### config.mk
export PLATFORM = sky130hd
export DESIGN_NAME = dn_timer
export DESIGN_NICKNAME = d
export VERILOG_FILES = /design/src/rtl/dn_timer_pkg.sv /design/src/rtl/dn_timer_slowsync.sv /design/src/rtl/dn_timer_regbus.sv /design/src/rtl/dn_timer_chan.sv /design/src/rtl/dn_timer.sv
export SDC_FILE = /design/constraint.sdc
export NUM_CORES = 1
export LEC_CHECK = 0
export ABC_CLOCK_PERIOD_IN_PS = 3000
export BUFFER_PORTS_ARGS = -buffer_cell sky130_fd_sc_hd__buf_2
export CORE_UTILIZATION = 35
export CTS_CLUSTER_SIZE = 30
export DETAILED_ROUTE_END_ITERATION = 8
export MAX_ROUTING_LAYER = met4
export PLACE_DENSITY_LB_ADDON = 0.15
export RECOVER_POWER = 25
export REMOVE_ABC_BUFFERS = 1
export SLEW_MARGIN = 20
export SYNTH_ARGS = -nofsm -noshare
export SYNTH_HDL_FRONTEND = slang
export SYNTH_SLANG_ARGS = --single-unit
### constraint.sdc
create_clock -name clk_i -period 3 [get_ports clk_i]
set_input_delay 0.75 -clock clk_i [delete_from_list [all_inputs] [get_ports clk_i]]
set_output_delay 0.75 -clock clk_i [all_outputs]
set_load 0.02 [all_outputs]
### src/rtl/dn_timer_pkg.sv
package dn_timer_pkg;
  localparam int REG_W = 32;

  typedef enum logic [1:0] {
    AL_WR  = 2'd0,
    AL_SET = 2'd1,
    AL_CLR = 2'd2,
    AL_TOG = 2'd3
  } alias_e;

  localparam logic [3:0] SRC_FAST = 4'hF;
  localparam logic [3:0] SRC_SLOW = 4'hB;

  localparam int B_RELOAD = 6;
  localparam int B_UPDATE = 7;
  localparam int B_IE     = 14;
  localparam int B_FLAG   = 15;
  localparam int G_FREEZE = 30;
  localparam int G_SRST   = 31;

  function automatic logic [REG_W-1:0] apply_alias(alias_e a, logic [REG_W-1:0] cur,
                                                   logic [REG_W-1:0] wd);
    case (a)
      AL_SET:  return cur | wd;
      AL_CLR:  return cur & ~wd;
      AL_TOG:  return cur ^ wd;
      default: return wd;
    endcase
  endfunction
endpackage

### src/rtl/dn_timer_slowsync.sv
module dn_timer_slowsync #(
  parameter int STAGES = 2
) (
  input  logic clk_i,
  input  logic rst_ni,
  input  logic slow_i,
  output logic pulse_o
);
  logic [STAGES-1:0] sync_q;
  logic              last_q;

  always_ff @(posedge clk_i or negedge rst_ni) begin
    if (!rst_ni) begin
      sync_q <= '0;
      last_q <= 1'b0;
    end else begin
      sync_q <= {sync_q[STAGES-2:0], slow_i};
      last_q <= sync_q[STAGES-1];
    end
  end

  assign pulse_o = sync_q[STAGES-1] & ~last_q;

  a_r5_single_pulse: assert property (@(posedge clk_i) disable iff (!rst_ni)
    pulse_o |=> !pulse_o);
endmodule

### src/rtl/dn_timer_regbus.sv
module dn_timer_regbus import dn_timer_pkg::*; #(
  parameter int NCH    = 3,
  parameter int ADDR_W = 8
) (
  input  logic                       clk_i,
  input  logic                       rst_ni,
  input  logic                       req_i,
  input  logic                       we_i,
  input  logic [ADDR_W-1:0]          addr_i,
  input  logic [REG_W-1:0]           glob_i,
  input  logic [NCH-1:0][REG_W-1:0]  ctrl_i,
  input  logic [NCH-1:0][REG_W-1:0]  cnt_i,
  input  logic [NCH-1:0][REG_W-1:0]  fixed_i,
  output logic [REG_W-1:0]           rdata_o,
  output logic                       glob_we_o,
  output logic [NCH-1:0]             ctrl_we_o,
  output logic [NCH-1:0]             fixed_we_o,
  output alias_e                     alias_o
);
  localparam int IW = ADDR_W - 6;
  localparam logic [1:0] GRP_FIX = 2'd0;
  localparam logic [1:0] GRP_CTL = 2'd2;
  localparam logic [1:0] GRP_RUN = 2'd3;

  logic [1:0]    grp;
  logic [IW-1:0] idx;
  logic          glob_hit;
  logic [NCH-1:0] ctl_hit, run_hit, fix_hit;
  logic          unused_addr;

  assign alias_o     = alias_e'(addr_i[3:2]);
  assign grp         = addr_i[5:4];
  assign idx         = addr_i[ADDR_W-1:6];
  assign glob_hit    = req_i && grp == GRP_FIX && idx == '0;
  assign unused_addr = ^addr_i[1:0];

  for (genvar n = 0; n < NCH; n++) begin : g_dec
    assign ctl_hit[n]    = req_i && grp == GRP_CTL && idx == IW'(n);
    assign run_hit[n]    = req_i && grp == GRP_RUN && idx == IW'(n);
    assign fix_hit[n]    = req_i && grp == GRP_FIX && idx == IW'(n + 1);
    assign ctrl_we_o[n]  = ctl_hit[n] && we_i;
    assign fixed_we_o[n] = fix_hit[n] && we_i && alias_o == AL_WR;
  end

  assign glob_we_o = glob_hit && we_i;

  always_comb begin
    rdata_o = '0;
    if (req_i && !we_i) begin
      if (glob_hit) rdata_o = glob_i;
      for (int n = 0; n < NCH; n++) begin
        if (ctl_hit[n]) rdata_o = ctrl_i[n];
        if (run_hit[n]) rdata_o = cnt_i[n];
        if (fix_hit[n]) rdata_o = fixed_i[n];
      end
    end
  end

  a_r3_run_readonly: assert property (@(posedge clk_i) disable iff (!rst_ni)
    req_i && we_i && addr_i[5:4] == 2'd3 |-> !glob_we_o && ctrl_we_o == '0 && fixed_we_o == '0);
  a_r3_fixed_alias_ignored: assert property (@(posedge clk_i) disable iff (!rst_ni)
    req_i && we_i && addr_i[3:2] != 2'd0 |-> fixed_we_o == '0);
endmodule

### src/rtl/dn_timer_chan.sv
module dn_timer_chan import dn_timer_pkg::*; #(
  parameter int CNT_W = 32
) (
  input  logic             clk_i,
  input  logic             rst_ni,
  input  logic             srst_i,
  input  logic             freeze_i,
  input  logic             slow_pulse_i,
  input  logic             ctrl_we_i,
  input  logic             fixed_we_i,
  input  alias_e           alias_i,
  input  logic [REG_W-1:0] wdata_i,
  output logic [REG_W-1:0] ctrl_o,
  output logic [CNT_W-1:0] cnt_o,
  output logic [CNT_W-1:0] fixed_o,
  output logic             irq_o
);
  localparam logic [CNT_W-1:0] ONE = CNT_W'(1);

  logic [3:0]       src_q;
  logic             reload_q, update_q, ie_q, flag_q, done_q;
  logic [CNT_W-1:0] cnt_q, fixed_q;
  logic [REG_W-1:0] ctrl_nxt;
  logic             src_tick, tick, load_now, expire, flag_clr;
  logic             unused_bits;

  assign ctrl_o = {16'b0, flag_q, ie_q, 6'b0, update_q, reload_q, 2'b0, src_q};
  assign ctrl_nxt = apply_alias(alias_i, ctrl_o, wdata_i);
  assign unused_bits = ^{ctrl_nxt, wdata_i};

  always_comb begin
    case (src_q)
      SRC_FAST: src_tick = 1'b1;
      SRC_SLOW: src_tick = slow_pulse_i;
      default:  src_tick = 1'b0;
    endcase
  end

  assign tick     = src_tick && !freeze_i;
  assign load_now = fixed_we_i && update_q;
  assign expire   = tick && cnt_q == '0 && !done_q && !load_now;
  assign flag_clr = ctrl_we_i && alias_i == AL_CLR && wdata_i[B_FLAG];

  always_ff @(posedge clk_i or negedge rst_ni) begin
    if (!rst_ni) begin
      src_q    <= '0;
      reload_q <= 1'b0;
      update_q <= 1'b0;
      ie_q     <= 1'b0;
      flag_q   <= 1'b0;
      done_q   <= 1'b1;
      cnt_q    <= '0;
      fixed_q  <= '0;
    end else if (srst_i) begin
      src_q    <= '0;
      reload_q <= 1'b0;
      update_q <= 1'b0;
      ie_q     <= 1'b0;
      flag_q   <= 1'b0;
      done_q   <= 1'b1;
      cnt_q    <= '0;
      fixed_q  <= '0;
    end else begin
      if (ctrl_we_i) begin
        src_q    <= ctrl_nxt[3:0];
        reload_q <= ctrl_nxt[B_RELOAD];
        update_q <= ctrl_nxt[B_UPDATE];
        ie_q     <= ctrl_nxt[B_IE];
      end
      if (flag_clr)    flag_q <= 1'b0;
      else if (expire) flag_q <= 1'b1;

      if (load_now) begin
        cnt_q <= wdata_i[CNT_W-1:0];
      end else if (expire) begin
        if (reload_q) cnt_q <= fixed_q;
        else          done_q <= 1'b1;
      end else if (tick && cnt_q != '0) begin
        cnt_q <= cnt_q - ONE;
      end

      // any fixed write re-arms the channel
      if (fixed_we_i) begin
        fixed_q <= wdata_i[CNT_W-1:0];
        done_q  <= 1'b0;
      end
    end
  end

  assign cnt_o   = cnt_q;
  assign fixed_o = fixed_q;
  assign irq_o   = flag_q & ie_q;

  a_r4_dec_one: assert property (@(posedge clk_i) disable iff (!rst_ni)
    tick && cnt_q != '0 && !fixed_we_i && !srst_i |=> cnt_q == $past(cnt_q) - ONE);
  a_r5_hold_no_tick: assert property (@(posedge clk_i) disable iff (!rst_ni)
    !tick && !fixed_we_i && !srst_i |=> $stable(cnt_q));
  a_r6_done_at_zero: assert property (@(posedge clk_i) disable iff (!rst_ni)
    done_q |-> cnt_q == '0);
  a_r7_reload_value: assert property (@(posedge clk_i) disable iff (!rst_ni)
    expire && reload_q && !srst_i |=> cnt_q == $past(fixed_q));
  a_r9_flag_sticky: assert property (@(posedge clk_i) disable iff (!rst_ni)
    flag_q && !flag_clr && !srst_i |=> flag_q);
endmodule

### src/rtl/dn_timer.sv
module dn_timer import dn_timer_pkg::*; #(
  parameter int NCH    = 3,
  parameter int ADDR_W = 8,
  parameter int CNT_W  = 32
) (
  input  logic              clk_i,
  input  logic              rst_ni,
  input  logic              slow_tick_i,
  input  logic              req_i,
  input  logic              we_i,
  input  logic [ADDR_W-1:0] addr_i,
  input  logic [31:0]       wdata_i,
  output logic [31:0]       rdata_o,
  output logic [NCH-1:0]    irq_o
);
  localparam int IW = ADDR_W - 6;

  initial begin
    if (NCH + 1 > (1 << IW)) $error("address space too small for NCH channels");
    if (CNT_W > REG_W) $error("CNT_W exceeds register width");
  end

  logic                      freeze_q, srst_q, slow_pulse, glob_we;
  logic [REG_W-1:0]          glob_cur, glob_nxt;
  logic [NCH-1:0]            ctrl_we, fixed_we;
  logic [NCH-1:0][REG_W-1:0] ctrl_rd, cnt_rd, fixed_rd;
  alias_e                    wr_alias;
  logic                      unused_glob;

  assign glob_cur    = {srst_q, freeze_q, 30'b0};
  assign glob_nxt    = apply_alias(wr_alias, glob_cur, wdata_i);
  assign unused_glob = ^glob_nxt[29:0];

  always_ff @(posedge clk_i or negedge rst_ni) begin
    if (!rst_ni) begin
      freeze_q <= 1'b0;
      srst_q   <= 1'b0;
    end else if (glob_we) begin
      freeze_q <= glob_nxt[G_FREEZE];
      srst_q   <= glob_nxt[G_SRST];
    end
  end

  dn_timer_slowsync #(.STAGES(2)) u_sync (
    .clk_i  (clk_i),
    .rst_ni (rst_ni),
    .slow_i (slow_tick_i),
    .pulse_o(slow_pulse)
  );

  dn_timer_regbus #(.NCH(NCH), .ADDR_W(ADDR_W)) u_bus (
    .clk_i     (clk_i),
    .rst_ni    (rst_ni),
    .req_i     (req_i),
    .we_i      (we_i),
    .addr_i    (addr_i),
    .glob_i    (glob_cur),
    .ctrl_i    (ctrl_rd),
    .cnt_i     (cnt_rd),
    .fixed_i   (fixed_rd),
    .rdata_o   (rdata_o),
    .glob_we_o (glob_we),
    .ctrl_we_o (ctrl_we),
    .fixed_we_o(fixed_we),
    .alias_o   (wr_alias)
  );

  for (genvar n = 0; n < NCH; n++) begin : g_ch
    logic [CNT_W-1:0] cnt_w, fixed_w;

    dn_timer_chan #(.CNT_W(CNT_W)) u_chan (
      .clk_i       (clk_i),
      .rst_ni      (rst_ni),
      .srst_i      (srst_q),
      .freeze_i    (freeze_q),
      .slow_pulse_i(slow_pulse),
      .ctrl_we_i   (ctrl_we[n]),
      .fixed_we_i  (fixed_we[n]),
      .alias_i     (wr_alias),
      .wdata_i     (wdata_i),
      .ctrl_o      (ctrl_rd[n]),
      .cnt_o       (cnt_w),
      .fixed_o     (fixed_w),
      .irq_o       (irq_o[n])
    );

    assign cnt_rd[n]   = REG_W'(cnt_w);
    assign fixed_rd[n] = REG_W'(fixed_w);
  end

  a_r12_srst_quiet: assert property (@(posedge clk_i) disable iff (!rst_ni)
    srst_q && $past(srst_q) |-> irq_o == '0);
endmodule

==> results.sh <==
export IMPL_outcome="finished, violations left"
export IMPL_violations="capacitance limit, slew limit, setup timing"
export IMPL_drv_cap=1
export IMPL_crit_path_top_delay_cell="or3b_4"
export IMPL_finClkSkew_ns=0.0153
export IMPL_initial_utilization=0.356
export IMPL_critPathLaunchType="primary input"
export IMPL_hold_viol_final=0
export IMPL_ant_nets=0
export IMPL_area_growth_pct=29.8
export IMPL_ys_flop_type="dfrtp_1"
export IMPL_critPathMaxFanout=6
export IMPL_detail_route_first_pass_iterations=7
export IMPL_grt_pass1_wl_um=108000
export IMPL_grt_max_degree=165
export IMPL_root_buffer="clkbuf_16"
export IMPL_drt_iter0_markers=2175
export IMPL_path_clk_slew_ns=0.06
export IMPL_min_delay_start="slow_tick_i"
export IMPL_slew_headroom=-0.412
export IMPL_final_net_count=2248
export IMPL_setup_violations=32
export IMPL_clock_path_buffers=3
export IMPL_synth_area_um2=15300
export IMPL_ys_ff_latch=224
export IMPL_cts_inserted_buffers=31
export IMPL_reg2reg_to="g_ch[2].u_chan.cnt_o[3]"
export IMPL_cts_tree="done"
export IMPL_gp_congestion=0.965
export IMPL_clock_sinks=224
export IMPL_cpMostUsedCell="buf_8"
export IMPL_die_w_um=211
export IMPL_rsz0062_at_grt="yes"
export IMPL_io_pins=80
export IMPL_h_tree_depth=1
export IMPL_cp_num_buf_inv=6
export IMPL_worstRegToRegCells=7
export IMPL_end_kind="output port"
export IMPL_hold_depth=1
export IMPL_rows=76
export IMPL_final_common_cell="nand2_1"
export IMPL_fin_hold_ws_ns=0.259
export IMPL_setup_ws_ns=-0.227
export IMPL_r2r_slack_ns=0.01
export IMPL_crit_chain="buf_8, buf_6, or3b_4, nor2_4, buf_8, buf_12, buf_16, a222oi_1, a21oi_1, buf_4"
export IMPL_drc=0
export IMPL_finalMaxSlewViolations=68
export IMPL_hold_class="primary input to flip-flop"
export IMPL_p_leak_uw=0.00856
export IMPL_drt_wirelength_per_cell_um=26.1
export IMPL_critPathTopFamily="buffers and inverters"
export IMPL_grt_overflow=0
export IMPL_wl_um=72100
export IMPL_synthCells=1923
export IMPL_powerDensity_nw_per_um2=420
export IMPL_yosys_warnings=0
export IMPL_dieHeight_um=211
export IMPL_ys_types=84
export IMPL_mostFrequentLayoutCells="nand2_1 (366), buf_4 (264), dfrtp_1 (220)"
export IMPL_grt_pass1_vias=16380
export IMPL_fmax_ghz=0.310
export IMPL_drive_gt1_frac=0.233
export IMPL_crit_type="primary input to output port"
export IMPL_grt_antenna_before_repair=1
export IMPL_dieArea_um2=44700
export IMPL_period_needed_ns=3.23
export IMPL_async_flop_share=1.00
export IMPL_ys_seq_area_frac=0.365
export IMPL_min_period_over_period=1.08
export IMPL_crit_required_ns=2.25
export IMPL_r2r_start="g_ch[2].u_chan.cnt_o[20]"
export IMPL_viasPerCell=6.21
export IMPL_hold_buffers=0
export IMPL_tightest_slew_ns=2.12
export IMPL_clkLatencyLatePin_ns=0.60
export IMPL_fin_util=0.461
export IMPL_irDropWorstVdd_uv=392
export IMPL_avgSynthCellArea_um2=7.98
export IMPL_port_buffers=77
export IMPL_cp_arrival_ns=2.48
export IMPL_grtUsageTotal=0.332
export IMPL_synth_edf_count=0
export IMPL_max_stage_delay_ns=0.41
export IMPL_core_area_um2=43200
export IMPL_min_to="u_sync.sync_q[0]"
export IMPL_vias=17155
export IMPL_dp_hpwl_um=51300
metrics by stage:
step                      instance area (µm²)  setup TNS [ns]  cells  total power (µW)  worst slack [ns]
after floorplan                         14700         -240.06   1757              3670             -3.10
after global placement                  18400           -8.37   2695              4240            -0.389
after detailed placement                18400           -8.31   2695              4270            -0.375
after CTS                               19800           -4.16   2759              8360            -0.276
after global routing                    19900           -9.95   2761              8600            -0.315
final                                   19900           -4.11   2761              8360            -0.227
registers in the layout, summed over array words and instances, names as in the netlist, 2 cells and up:
register              flops
g_ch.u_chan.src_q        12
g_ch.u_chan.cnt_o        96
g_ch.u_chan.reload_q      3
u_sync.sync_q             2
g_ch.u_chan.update_q      3
g_ch.u_chan.ie_q          3
g_ch.u_chan.done_q        3
g_ch.u_chan.flag_q        3
g_ch.u_chan.fixed_o      96
where the power goes:
group          internal [µW]  switching, µW
Combinational            345            693
Sequential              3080            147
Clock                   2500           1580
final cells by class:
cell class                 count  area [µm²]
clock inverter                20         265
inverter                      73         274
antenna                        1        2.50
clock buffer                  38         842
fill                        4287       23300
sequential                   224        5610
tap                          585         732
multi-input combinational   1460        9120
timing repair buffer         360        3060
metal layers:
metal	vias to the layer above	track usage	part of all wire
met4	0	0.0910	0.027
li1	7596	-	-
met5	-	-	0
met1	8581	0.463	0.44
met2	850	0.499	0.45
met3	128	0.0498	0.082
cell usage after synthesis (8+ instances only):
| cell type | count | area share |
|---|---|---|
| a31oi_1 | 19 | 0.0077 |
| nor3_1 | 55 | 0.018 |
| o22ai_1 | 8 | 0.0033 |
| inv_1 | 73 | 0.018 |
| buf_2 | 8 | 0.0026 |
| or2_2 | 9 | 0.0037 |
| and3_1 | 19 | 0.0077 |
| mux2i_1 | 25 | 0.016 |
| o311ai_0 | 8 | 0.0046 |
| a221oi_1 | 13 | 0.0074 |
| a311oi_1 | 24 | 0.014 |
| a22oi_1 | 32 | 0.016 |
| nand2_1 | 371 | 0.091 |
| a211oi_1 | 16 | 0.0078 |
| a222oi_1 | 50 | 0.033 |
| or3_1 | 30 | 0.012 |
| clkbuf_1 | 146 | 0.036 |
| a21oi_1 | 213 | 0.069 |
| nand4_1 | 12 | 0.0049 |
| nor2_1 | 84 | 0.021 |
| and2_1 | 9 | 0.0037 |
| or4_1 | 17 | 0.0083 |
| o21ai_0 | 79 | 0.026 |
| o221ai_1 | 10 | 0.0057 |
| nand3_1 | 65 | 0.021 |
| o211ai_1 | 78 | 0.038 |
| nand2b_1 | 11 | 0.0045 |
| dfrtp_1 | 221 | 0.36 |
| nor4_1 | 23 | 0.0094 |
| ha_1 | 53 | 0.043 |
worst max path at each step:
| stage | from | endpoint | slack, ns | depth (start not counted) |
|---|---|---|---|---|
| final | req_i | rdata_o[29] | -0.23 | 10 |
| after global routing | req_i | rdata_o[2] | -0.31 | 9 |
| after CTS | req_i | rdata_o[2] | -0.28 | 10 |
| after detailed placement | req_i | rdata_o[2] | -0.38 | 10 |
| after global placement | req_i | rdata_o[2] | -0.39 | 10 |
| after floorplan | srst_q | srst_q | -3.10 | 5 |
repair_timing:
| action | 4_1_cts | 5_1_grt |
|---|---|---|
| resized for setup | 76 | 44 |
| pin swaps | 30 | 36 |
| setup endpoints to repair | 44 | 62 |
| setup buffers | 7 | 4 |
| gates cloned | 1 | 0 |
kinds of logic (layout without fill, tap and decap cells):
family | after synthesis | count (layout) | synth area share
AND/OR/NAND/NOR | 750 | 750 | 0.231
AO/OA/AOI/OAI | 623 | 623 | 0.276
buffers and inverters | 239 | 491 | 0.0608
flip-flops | 224 | 224 | 0.365
adder cells (fa/ha/maj) | 53 | 53 | 0.0432
multiplexers | 32 | 32 | 0.0229
XOR/XNOR | 2 | 2 | 0.00114
other | 0 | 1 | 0
Power figures use the tool's default switching activity.
